## src/rtl/pic_pkg.sv

```systemverilog
package pic_pkg;
  localparam int BANK_W   = 32;
  localparam int NBANK    = 2;
  localparam int LINES    = BANK_W * NBANK;
  localparam int ID_W     = $clog2(LINES);
  localparam int ADDR_W   = 4;
  localparam int VLD_BIT  = 31;

  localparam logic [ADDR_W-1:0] A_VECTOR  = 4'd0;
  localparam logic [ADDR_W-1:0] A_BANK_HI = 4'd4;
  localparam logic [ADDR_W-1:0] A_BANK_LO = 4'd8;

  localparam logic [ADDR_W-1:0] OFS_EVT = 4'd0;
  localparam logic [ADDR_W-1:0] OFS_EN  = 4'd1;
  localparam logic [ADDR_W-1:0] OFS_ACK = 4'd2;
  localparam logic [ADDR_W-1:0] OFS_LVL = 4'd3;

  function automatic logic [ADDR_W-1:0] bank_base(input int b);
    return (b == 0) ? A_BANK_LO : A_BANK_HI;
  endfunction
endpackage

```

## src/rtl/pic_bank.sv

```systemverilog
module pic_bank #(
  parameter int            W          = 32,
  parameter logic [W-1:0]  LEVEL_MASK = 32'h1FF0_0000
) (
  input  logic         clk_i,
  input  logic         rst_ni,
  input  logic [W-1:0] line_i,
  input  logic         en_we_i,
  input  logic         ack_we_i,
  input  logic [W-1:0] wdata_i,
  output logic [W-1:0] event_o,
  output logic [W-1:0] enable_o,
  output logic [W-1:0] level_o,
  output logic [W-1:0] pend_o
);
  logic [W-1:0] meta_q, sync_q, prev_q;
  logic [W-1:0] event_q, event_d;
  logic [W-1:0] enable_q, enable_d;
  logic [W-1:0] rise;

  // edge lines only: synchronized rise, independent of enable
  always_comb begin
    rise     = sync_q & ~prev_q & ~LEVEL_MASK;
    event_d  = event_q;
    if (ack_we_i) event_d = event_d & ~wdata_i;
    event_d  = event_d | rise;
    enable_d = en_we_i ? wdata_i : enable_q;
  end

  always_ff @(posedge clk_i or negedge rst_ni) begin
    if (!rst_ni) begin
      meta_q   <= '0;
      sync_q   <= '0;
      prev_q   <= '0;
      event_q  <= '0;
      enable_q <= '0;
    end else begin
      meta_q   <= line_i;
      sync_q   <= meta_q;
      prev_q   <= sync_q;
      event_q  <= event_d;
      enable_q <= enable_d;
    end
  end

  assign event_o  = event_q;
  assign enable_o = enable_q;
  assign level_o  = sync_q;
  assign pend_o   = (event_q | (sync_q & LEVEL_MASK)) & enable_q;

  // level-sensitive lines never hold a latched event
  a_r2_level_not_latched: assert property (@(posedge clk_i) disable iff (!rst_ni)
    (event_q & LEVEL_MASK) == '0);

  // acknowledged bits are clear next cycle unless a fresh edge came in
  a_r3_ack_clears: assert property (@(posedge clk_i) disable iff (!rst_ni)
    ack_we_i |=> ((event_q & $past(wdata_i) & ~$past(rise)) == '0));

  // an event bit only rises after a synchronized rising edge
  a_r5_set_needs_edge: assert property (@(posedge clk_i) disable iff (!rst_ni)
    1'b1 |=> ((event_q & ~$past(event_q) & ~($past(sync_q) & ~$past(prev_q))) == '0));

  // enable captures the written word
  a_r4_enable_capture: assert property (@(posedge clk_i) disable iff (!rst_ni)
    en_we_i |=> (enable_o == $past(wdata_i)));
endmodule

```

## src/rtl/pic_prio.sv

```systemverilog
module pic_prio #(
  parameter int N   = 64,
  parameter int IDW = $clog2(N)
) (
  input  logic [N-1:0]   pend_i,
  output logic           valid_o,
  output logic [IDW-1:0] id_o
);
  // ascending scan: the last hit, the highest-numbered line, wins
  always_comb begin
    valid_o = 1'b0;
    id_o    = '0;
    for (int i = 0; i < N; i++) begin
      if (pend_i[i]) begin
        valid_o = 1'b1;
        id_o    = IDW'(i);
      end
    end
  end
endmodule

```

## src/rtl/pic_banked_ctrl.sv

```systemverilog
module pic_banked_ctrl
  import pic_pkg::*;
#(
  parameter logic [BANK_W-1:0] LVL_MASK_LO = 32'h1FF0_0000,
  parameter logic [BANK_W-1:0] LVL_MASK_HI = 32'h1FF0_0000
) (
  input  logic              clk_i,
  input  logic              rst_ni,
  input  logic [LINES-1:0]  irq_lines_i,
  input  logic [ADDR_W-1:0] bus_addr_i,
  input  logic              bus_we_i,
  input  logic [31:0]       bus_wdata_i,
  output logic [31:0]       bus_rdata_o,
  output logic              irq_o
);
  // reset: asserted asynchronously, released through two flops
  logic [1:0] rst_sync_q;
  logic       rst_n_int;

  always_ff @(posedge clk_i or negedge rst_ni) begin
    if (!rst_ni) rst_sync_q <= 2'b00;
    else         rst_sync_q <= {rst_sync_q[0], 1'b1};
  end
  assign rst_n_int = rst_sync_q[1];

  logic [NBANK-1:0][BANK_W-1:0] evt_w, en_w, lvl_w, pend_w;
  logic [LINES-1:0]             pend_all;
  logic                         vec_vld;
  logic [ID_W-1:0]              vec_id;

  for (genvar b = 0; b < NBANK; b++) begin : g_bank
    localparam logic [ADDR_W-1:0] BASE = bank_base(b);
    localparam logic [BANK_W-1:0] MASK = (b == 0) ? LVL_MASK_LO : LVL_MASK_HI;
    logic en_we, ack_we;
    assign en_we  = bus_we_i && (bus_addr_i == BASE + OFS_EN);
    assign ack_we = bus_we_i && (bus_addr_i == BASE + OFS_ACK);

    pic_bank #(.W(BANK_W), .LEVEL_MASK(MASK)) u_bank (
      .clk_i    (clk_i),
      .rst_ni   (rst_n_int),
      .line_i   (irq_lines_i[b*BANK_W +: BANK_W]),
      .en_we_i  (en_we),
      .ack_we_i (ack_we),
      .wdata_i  (bus_wdata_i),
      .event_o  (evt_w[b]),
      .enable_o (en_w[b]),
      .level_o  (lvl_w[b]),
      .pend_o   (pend_w[b])
    );
  end

  assign pend_all = pend_w;

  pic_prio #(.N(LINES), .IDW(ID_W)) u_prio (
    .pend_i  (pend_all),
    .valid_o (vec_vld),
    .id_o    (vec_id)
  );

  // read mux
  always_comb begin
    bus_rdata_o = '0;
    if (bus_addr_i == A_VECTOR) begin
      bus_rdata_o[VLD_BIT]    = vec_vld;
      bus_rdata_o[ID_W-1:0]   = vec_id;
    end
    for (int b = 0; b < NBANK; b++) begin
      if (bus_addr_i == bank_base(b) + OFS_EVT) bus_rdata_o = evt_w[b];
      if (bus_addr_i == bank_base(b) + OFS_EN)  bus_rdata_o = en_w[b];
      if (bus_addr_i == bank_base(b) + OFS_LVL) bus_rdata_o = lvl_w[b];
    end
  end

  // registered interrupt output
  logic irq_d, irq_q;
  always_comb irq_d = |pend_all;

  always_ff @(posedge clk_i or negedge rst_n_int) begin
    if (!rst_n_int) irq_q <= 1'b0;
    else            irq_q <= irq_d;
  end
  assign irq_o = irq_q;

  // output follows the encoder's valid flag one cycle later
  a_r6_irq_on: assert property (@(posedge clk_i) disable iff (!rst_n_int)
    vec_vld |=> irq_o);
  a_r6_irq_off: assert property (@(posedge clk_i) disable iff (!rst_n_int)
    !vec_vld |=> !irq_o);

  // reported line is pending and nothing above it is
  a_r7_vector_top: assert property (@(posedge clk_i) disable iff (!rst_n_int)
    vec_vld |-> ((pend_all >> vec_id) == LINES'(1)));
endmodule

```

## config.mk

```make
export PLATFORM = sky130hd
export DESIGN_NAME = pic_banked_ctrl
export DESIGN_NICKNAME = d
export VERILOG_FILES = /design/src/rtl/pic_pkg.sv /design/src/rtl/pic_bank.sv /design/src/rtl/pic_prio.sv /design/src/rtl/pic_banked_ctrl.sv
export SDC_FILE = /design/constraint.sdc
export NUM_CORES = 1
export LEC_CHECK = 0
export BUFFER_PORTS_ARGS = -buffer_cell sky130_fd_sc_hd__clkbuf_2
export CAP_MARGIN = 10
export CORE_MARGIN = 1
export CORE_UTILIZATION = 60
export DETAILED_ROUTE_END_ITERATION = 8
export GPL_ROUTABILITY_DRIVEN = 0
export PLACE_DENSITY = 0.82
export SETUP_SLACK_MARGIN = 0.02
export SKIP_CTS_REPAIR_TIMING = 1
export SLEW_MARGIN = 20
export SYNTH_ARGS = -nofsm -noshare
export SYNTH_HDL_FRONTEND = slang
export SYNTH_SLANG_ARGS = --single-unit
```

## constraint.sdc

```tcl
create_clock -name clk_i -period 27.4 [get_ports clk_i]
set_input_delay 1.37 -clock clk_i [delete_from_list [all_inputs] [get_ports clk_i]]
set_output_delay 1.37 -clock clk_i [all_outputs]
set_load 0.01 [all_outputs]
```

==> Word-level counts from Yosys, hierarchy flattened <==
Index checks and enable logic that the tools add are counted.
{ "word_totals": {"in_bits": 103, "wordCells": 176, "reg_bits": 323, "output_inout_bits": 33} }
{ "op_classes": {"bitwise": 13, "eq_ne": 8, "n_reduce_logical": 6, "muxes": 137} }
{ "ops": {"columns": ["op", "count"], "rows": [
  ["two-way mux 32 bit", 8],
  ["two-way mux 6 bit", 33],
  ["bitwise AND 32 bit", 6],
  ["NOT 32 bit", 3],
  ["two-way mux 5 bit", 16],
  ["two-way mux 1 bit", 66],
  ["OR 32 x 29 -> 32 bit", 2],
  ["OR 32 bit", 2],
  ["OR reduction 64 bit", 1],
  ["two-way mux 4 bit", 8],
  ["== test 4 x 3 -> 1 bit, second input constant", 4],
  ["== test 4 bit, second input constant", 4],
  ["two-way mux 3 bit", 4],
  ["logical AND 1 bit", 4],
  ["logical NOT 4 bit", 1],
  ["two-way mux 2 bit", 2]
]} }

==> Logic depth before layout (Yosys ltp) <==
{ "logic_depth": {"word_depth": 73, "ltp_mapped": 8, "ltp_nobuf": 6} }

==> Cells and area by module <==
Synthesis repeated with hierarchy kept, for this count alone.
{ "hier_totals": {"hier_cells": 983, "hier_area_um2": 12492.0} }
{ "by_module_without_submodules": {"columns": ["module", "area_per_inst_um2", "n_inst", "seq_area_each_um2", "cells_each"], "rows": [
  ["pic_bank", 4991.0, 2, 3778.6, 300],
  ["pic_banked_ctrl", 1682.9, 1, 75.1, 240],
  ["pic_prio", 827.0, 1, 0.0, 143]
]} }

==> Worst setup path before layout <==
Ideal clock, no wire load.
{ "synth_timing": {"path_kind": "input port to output port", "startpoint": "input bus_addr_i[3]", "endpoint": "output bus_rdata_o[26]", "slack_ns": 23.068, "t_required_ns": 26.030, "stages": 7, "n_path_buf": 3, "arrival_time_ns": 2.962, "path_cell_list": "buf_4 nand2b_1 clkbuf_1 nor3_1 clkbuf_1 nand2_1 a41oi_1"} }
{ "synth_via": {"elab_chain_len": 7, "elab_cells_between_ends": 12, "classes_between": "eq/ne: 6; mux: 6"} }
{ "synth_rtl": {"columns": ["element", "line_no", "text"], "rows": [
  ["start: declaration", "pic_banked_ctrl.sv:10", "input logic [ADDR_W-1:0] bus_addr_i,"],
  ["== test 4 bit", "pic_banked_ctrl.sv:68", "if (bus_addr_i == bank_base(b) + OFS_EVT) bus_rdata_o = evt_w[b];"],
  ["two-way mux 32 bit", "pic_banked_ctrl.sv:68", null],
  ["two-way mux 32 bit", "pic_banked_ctrl.sv:69", "if (bus_addr_i == bank_base(b) + OFS_EN) bus_rdata_o = en_w[b];"],
  ["two-way mux 32 bit", "pic_banked_ctrl.sv:70", "if (bus_addr_i == bank_base(b) + OFS_LVL) bus_rdata_o = lvl_w[b];"],
  ["two-way mux 32 bit", "pic_banked_ctrl.sv:68", null],
  ["two-way mux 32 bit", "pic_banked_ctrl.sv:69", null],
  ["two-way mux 32 bit *", "pic_banked_ctrl.sv:70", null],
  ["end: declaration", "pic_banked_ctrl.sv:13", "output logic [31:0] bus_rdata_o,"]
]} }
Every way passes the cells marked *; elsewhere a longest branch is shown, timed or not.

==> Final worst setup path <==
{ "layout_timing": {"startpoint": "input bus_addr_i[1]", "endpoint": "output bus_rdata_o[0]"} }
{ "layout_via": {"elab_chain_len": 8, "elab_cells_between_ends": 14, "classes_between": "eq/ne: 6; mux: 7; reduce/logical: 1"} }
{ "layout_rtl": {"columns": ["element", "line_no", "text"], "rows": [
  ["logical NOT 4 bit", "pic_banked_ctrl.sv:63", "if (bus_addr_i == A_VECTOR) begin"],
  ["two-way mux 6 bit", "pic_banked_ctrl.sv:63", null],
  ["two-way mux 32 bit", "pic_banked_ctrl.sv:68", null],
  ["two-way mux 32 bit", "pic_banked_ctrl.sv:69", null],
  ["two-way mux 32 bit", "pic_banked_ctrl.sv:70", null],
  ["two-way mux 32 bit", "pic_banked_ctrl.sv:68", null],
  ["two-way mux 32 bit", "pic_banked_ctrl.sv:69", null],
  ["two-way mux 32 bit *", "pic_banked_ctrl.sv:70", null]
]} }
Marked as above.

==> metrics.md <==
| Metric | Value |
|---|---|
| Reg2Reg Launch Point | `g_bank[1].u_bank.event_o[22]` |
| RSZ-0062 raised after global routing | `no` |
| Max IR drop VDD | `0.0715 mV` |
| Post-synthesis sequential area ratio | `64.6%` |
| Async S/R FF share, synth | `100%` |
| Final Hold Viols | `0` |
| Syn Std Cell Area | `11800 um^2` |
| Clock sinks | `305` |
| Worst path arrival time | `3.81 ns` |
| Max-slew violation count | `0` |
| Leakage power | `6.42 nW` |
| Wire per inst | `21.0 um` |
| ANT nets after route | `0` |
| Layout cell share with drive strength beyond 1 | `23.7%` |
| Via count | `8918` |
| Net Count, Synth | `1110` |
| Sw frac | `26.0%` |
| Die area | `20300 um^2` |
| Crit path required time | `26.03 ns` |
| Synth Area per Inst | `11.7 um^2` |
| Hpwl dp | `19800 um` |
| H-tree levels | `1` |
| Root Driver | `clkbuf_16` |
| Initial antenna violation count | `1` |
| Worst-path clk slew | `0.06 ns` |
| Fillers | `1325` |
| EDFF count, synth | `0` |
| Worst-path maximum fanout | `50` |
| Outcome | `completed` |
| Setup violations, final | `0` |
| # IOs | `136` |
| Post-route minimum period | `5.18 ns` |
| Area Growth Syn to Fin | `16.9%` |
| Placed Instances | `1379` |
| CP Capture Type | `primary output` |
| Clock latency on the worst-skew pair | `0.55 ns` |
| Area of the core | `19000 um^2` |
| Die width | `142 um` |
| Vias/cell | `6.23` |
| WS Path Type | `in -> out` |
| Final Cycle Share | `18.9%` |
| DP Area | `12800 um^2` |
| CTS Buf Count | `29` |
| Die Y | `142 um` |
| TritonCTS clock tree | `done` |
| N_diodes | `0` |
| Drt first pass iters | `6` |
| Power density over the cells | `78.0 nW/um^2` |
| CP Capture Point | `bus_rdata_o[0]` |
| Vias in the first global route | `8862` |
| Max cap viols | `0` |
| Clock share of power | `38.9%` |
| Dominant cell type by area after synthesis | `dfrtp_1` |
| Worst Reg-to-Reg Cells | `5` |
| DRT iter0 DRCs | `958` |
| Nets | `1254` |
| Worst reg2reg path endpoint | `irq_o` |
| Worst slew pin tran | `1.06 ns` |
| Top_reg_cell synth | `dfrtp_1` |
| Hold_sp | `g_bank[1].u_bank.meta_q[20]` |
| Gr usage total | `30.5%` |
| Yosys cell types | `54` |
| Max Root-Sink Buffers | `3` |
| Non-filler cells, final | `1432` |
| Final wirelength | `30100 um` |
| Rel. slew slack | `29.4%` |
| Critical Path Start Type | `input pin` |
| Comb power frac | `12.3%` |
| Top cells by area, synth | `dfrtp_1, mux2_2, nand2_1` |
| Hold crit path type | `reg -> reg` |
| Synthesized instance count | `1007` |
| Largest net degree at the start of global routing | `87` |
| Area share of the largest cell type after synthesis | `64.6%` |
| Seq pwr share | `48.8%` |
| R2r setup slk | `24.80 ns` |
| I/O Buffers | `135` |
| Critical Path Start | `bus_addr_i[1]` |
| Design Area, Final | `13800 um^2` |
| Pint | `0.797 mW` |
| GRT overflow | `0` |
| Post-route setup TNS | `0 ns` |
| First-pass GRT wire length | `47000 um` |
| Starting Density | `62.1%` |
| Synthesized flop and latch total | `305` |
| Yosys Warn Count | `0` |
| Max Fclk | `193 MHz` |
| Number of remaining DRC errors | `0` |
| Num rows | `50` |
| Switching pwr | `0.280 mW` |
| Clk_skew | `0.0149 ns` |
-- cells in the mapped netlist, drive strengths merged, types with 9 or more instances --
master and n:
mux2 66, a21boi 21, a22oi 45, nand2 186, a21oi 9, o21ai 105, dfrtp 305, mux2i 15
nand3 13, inv 53, buf 9, nor2 39, a41oi 18, clkbuf 25, a221oi 11
-- sequential cells by signal (all words and copies together) (netlist names) --
register	cells
g_bank.u_bank.level_o	64
g_bank.u_bank.meta_q	64
g_bank.u_bank.enable_o	64
rst_sync_q	2
g_bank.u_bank.prev_q	46
g_bank.u_bank.event_o	64
irq_o	1
-- cell type report --
class / instances / area [um^2] / share of cell area, %
Timing Repair Buffer: 147 / 782 / 5.66
Clock buffer: 41 / 841 / 6.09
Multi-Input combinational cell: 615 / 3860 / 27.9
Sequential cell: 305 / 7640 / 55.3
Inverter: 53 / 199 / 1.44
Clock inverter: 11 / 168 / 1.21
Tap cell: 260 / 325 / 2.36
-- cells in the final DEF (no fill, tap or decap), types with 3 or more instances in the layout --
cell / count
clkbuf_2: 135
o21a_1: 5
nand2_1: 184
nand2b_1: 3
clkinv_2: 3
o221ai_1: 3
nor2_1: 37
a31o_2: 4
clkbuf_1: 5
a41oi_1: 18
nand3_1: 13
dfrtp_1: 304
a31oi_1: 7
mux2_2: 65
a32o_1: 4
buf_4: 10
a21boi_0: 21
a222oi_1: 3
a221oi_1: 11
clkbuf_16: 29
nand4_1: 5
o22a_1: 3
nor2b_1: 3
inv_1: 53
a21oi_1: 9
a22oi_1: 45
mux2i_1: 15
o21ai_0: 105
clkbuf_8: 7
o211ai_1: 3
bufinv_16: 4
a22o_1: 6
-- how the worst min path moves through the flow --
stage	end	cells after the start	slack (ns)
final	g_bank[1].u_bank.level_o[20]	0	0.34
after global routing	g_bank[1].u_bank.level_o[21]	0	0.35
after CTS	g_bank[1].u_bank.level_o[20]	0	0.35
after detailed placement	g_bank[1].u_bank.level_o[15]	0	0.33
after global placement	g_bank[0].u_bank.level_o[14]	0	0.33
after floorplan	g_bank[0].u_bank.level_o[0]	0	0.33
-- cell families after synthesis --
group	count (synthesis)	synth area share [%]
compound gates	265	15.2
other cells	1	0.0317
simple gates	268	9.66
flops	305	64.6
buf+inv	87	2.98
mux	81	7.56
-- power by group through the flow --
| stage | clock network [mW] | registers (mW) | logic (mW) |
|---|---|---|---|
| after floorplan | 0 | 0.523 | 0.0844 |
| after global placement | 0 | 0.528 | 0.126 |
| after detailed placement | 0 | 0.531 | 0.129 |
| after CTS | 0.423 | 0.524 | 0.131 |
| after global routing | 0.440 | 0.529 | 0.144 |
| final | 0.419 | 0.525 | 0.133 |
-- metal layers --
metal	wire length (um)	share of wire (%)	vias up	GRT usage, %
met5	0	0	-	0
met4	1130	3.8	0	12.6
met3	2460	8.2	108	5.25
met2	14000	47	510	48.4
met1	12500	42	4456	42.2
li1	-	-	3844	-
-- through the flow --
step                      setup WS, ns  total power, mW  hold WS, ns  utilization (%)
after CTS                        22.32             1.08        0.347             72.5
after global placement           22.44            0.654        0.331             67.2
after detailed placement         22.31            0.660        0.335             67.2
final                            22.22             1.08        0.343             72.6
after global routing             22.14             1.11        0.353             72.6
after floorplan                  18.27            0.608        0.331                -
-- worst max-delay path: stages --
cell	delay, ns
clkbuf_2	0.08
buf_4	0.51
and4b_1	0.64
buf_4	0.40
nand2_1	0.08
o21ai_0	0.08
o21ai_0	0.10
o21ai_0	0.15
a221o_1	0.22
clkbuf_2	0.15
Note: power is estimated with default switching activity, not from simulation.
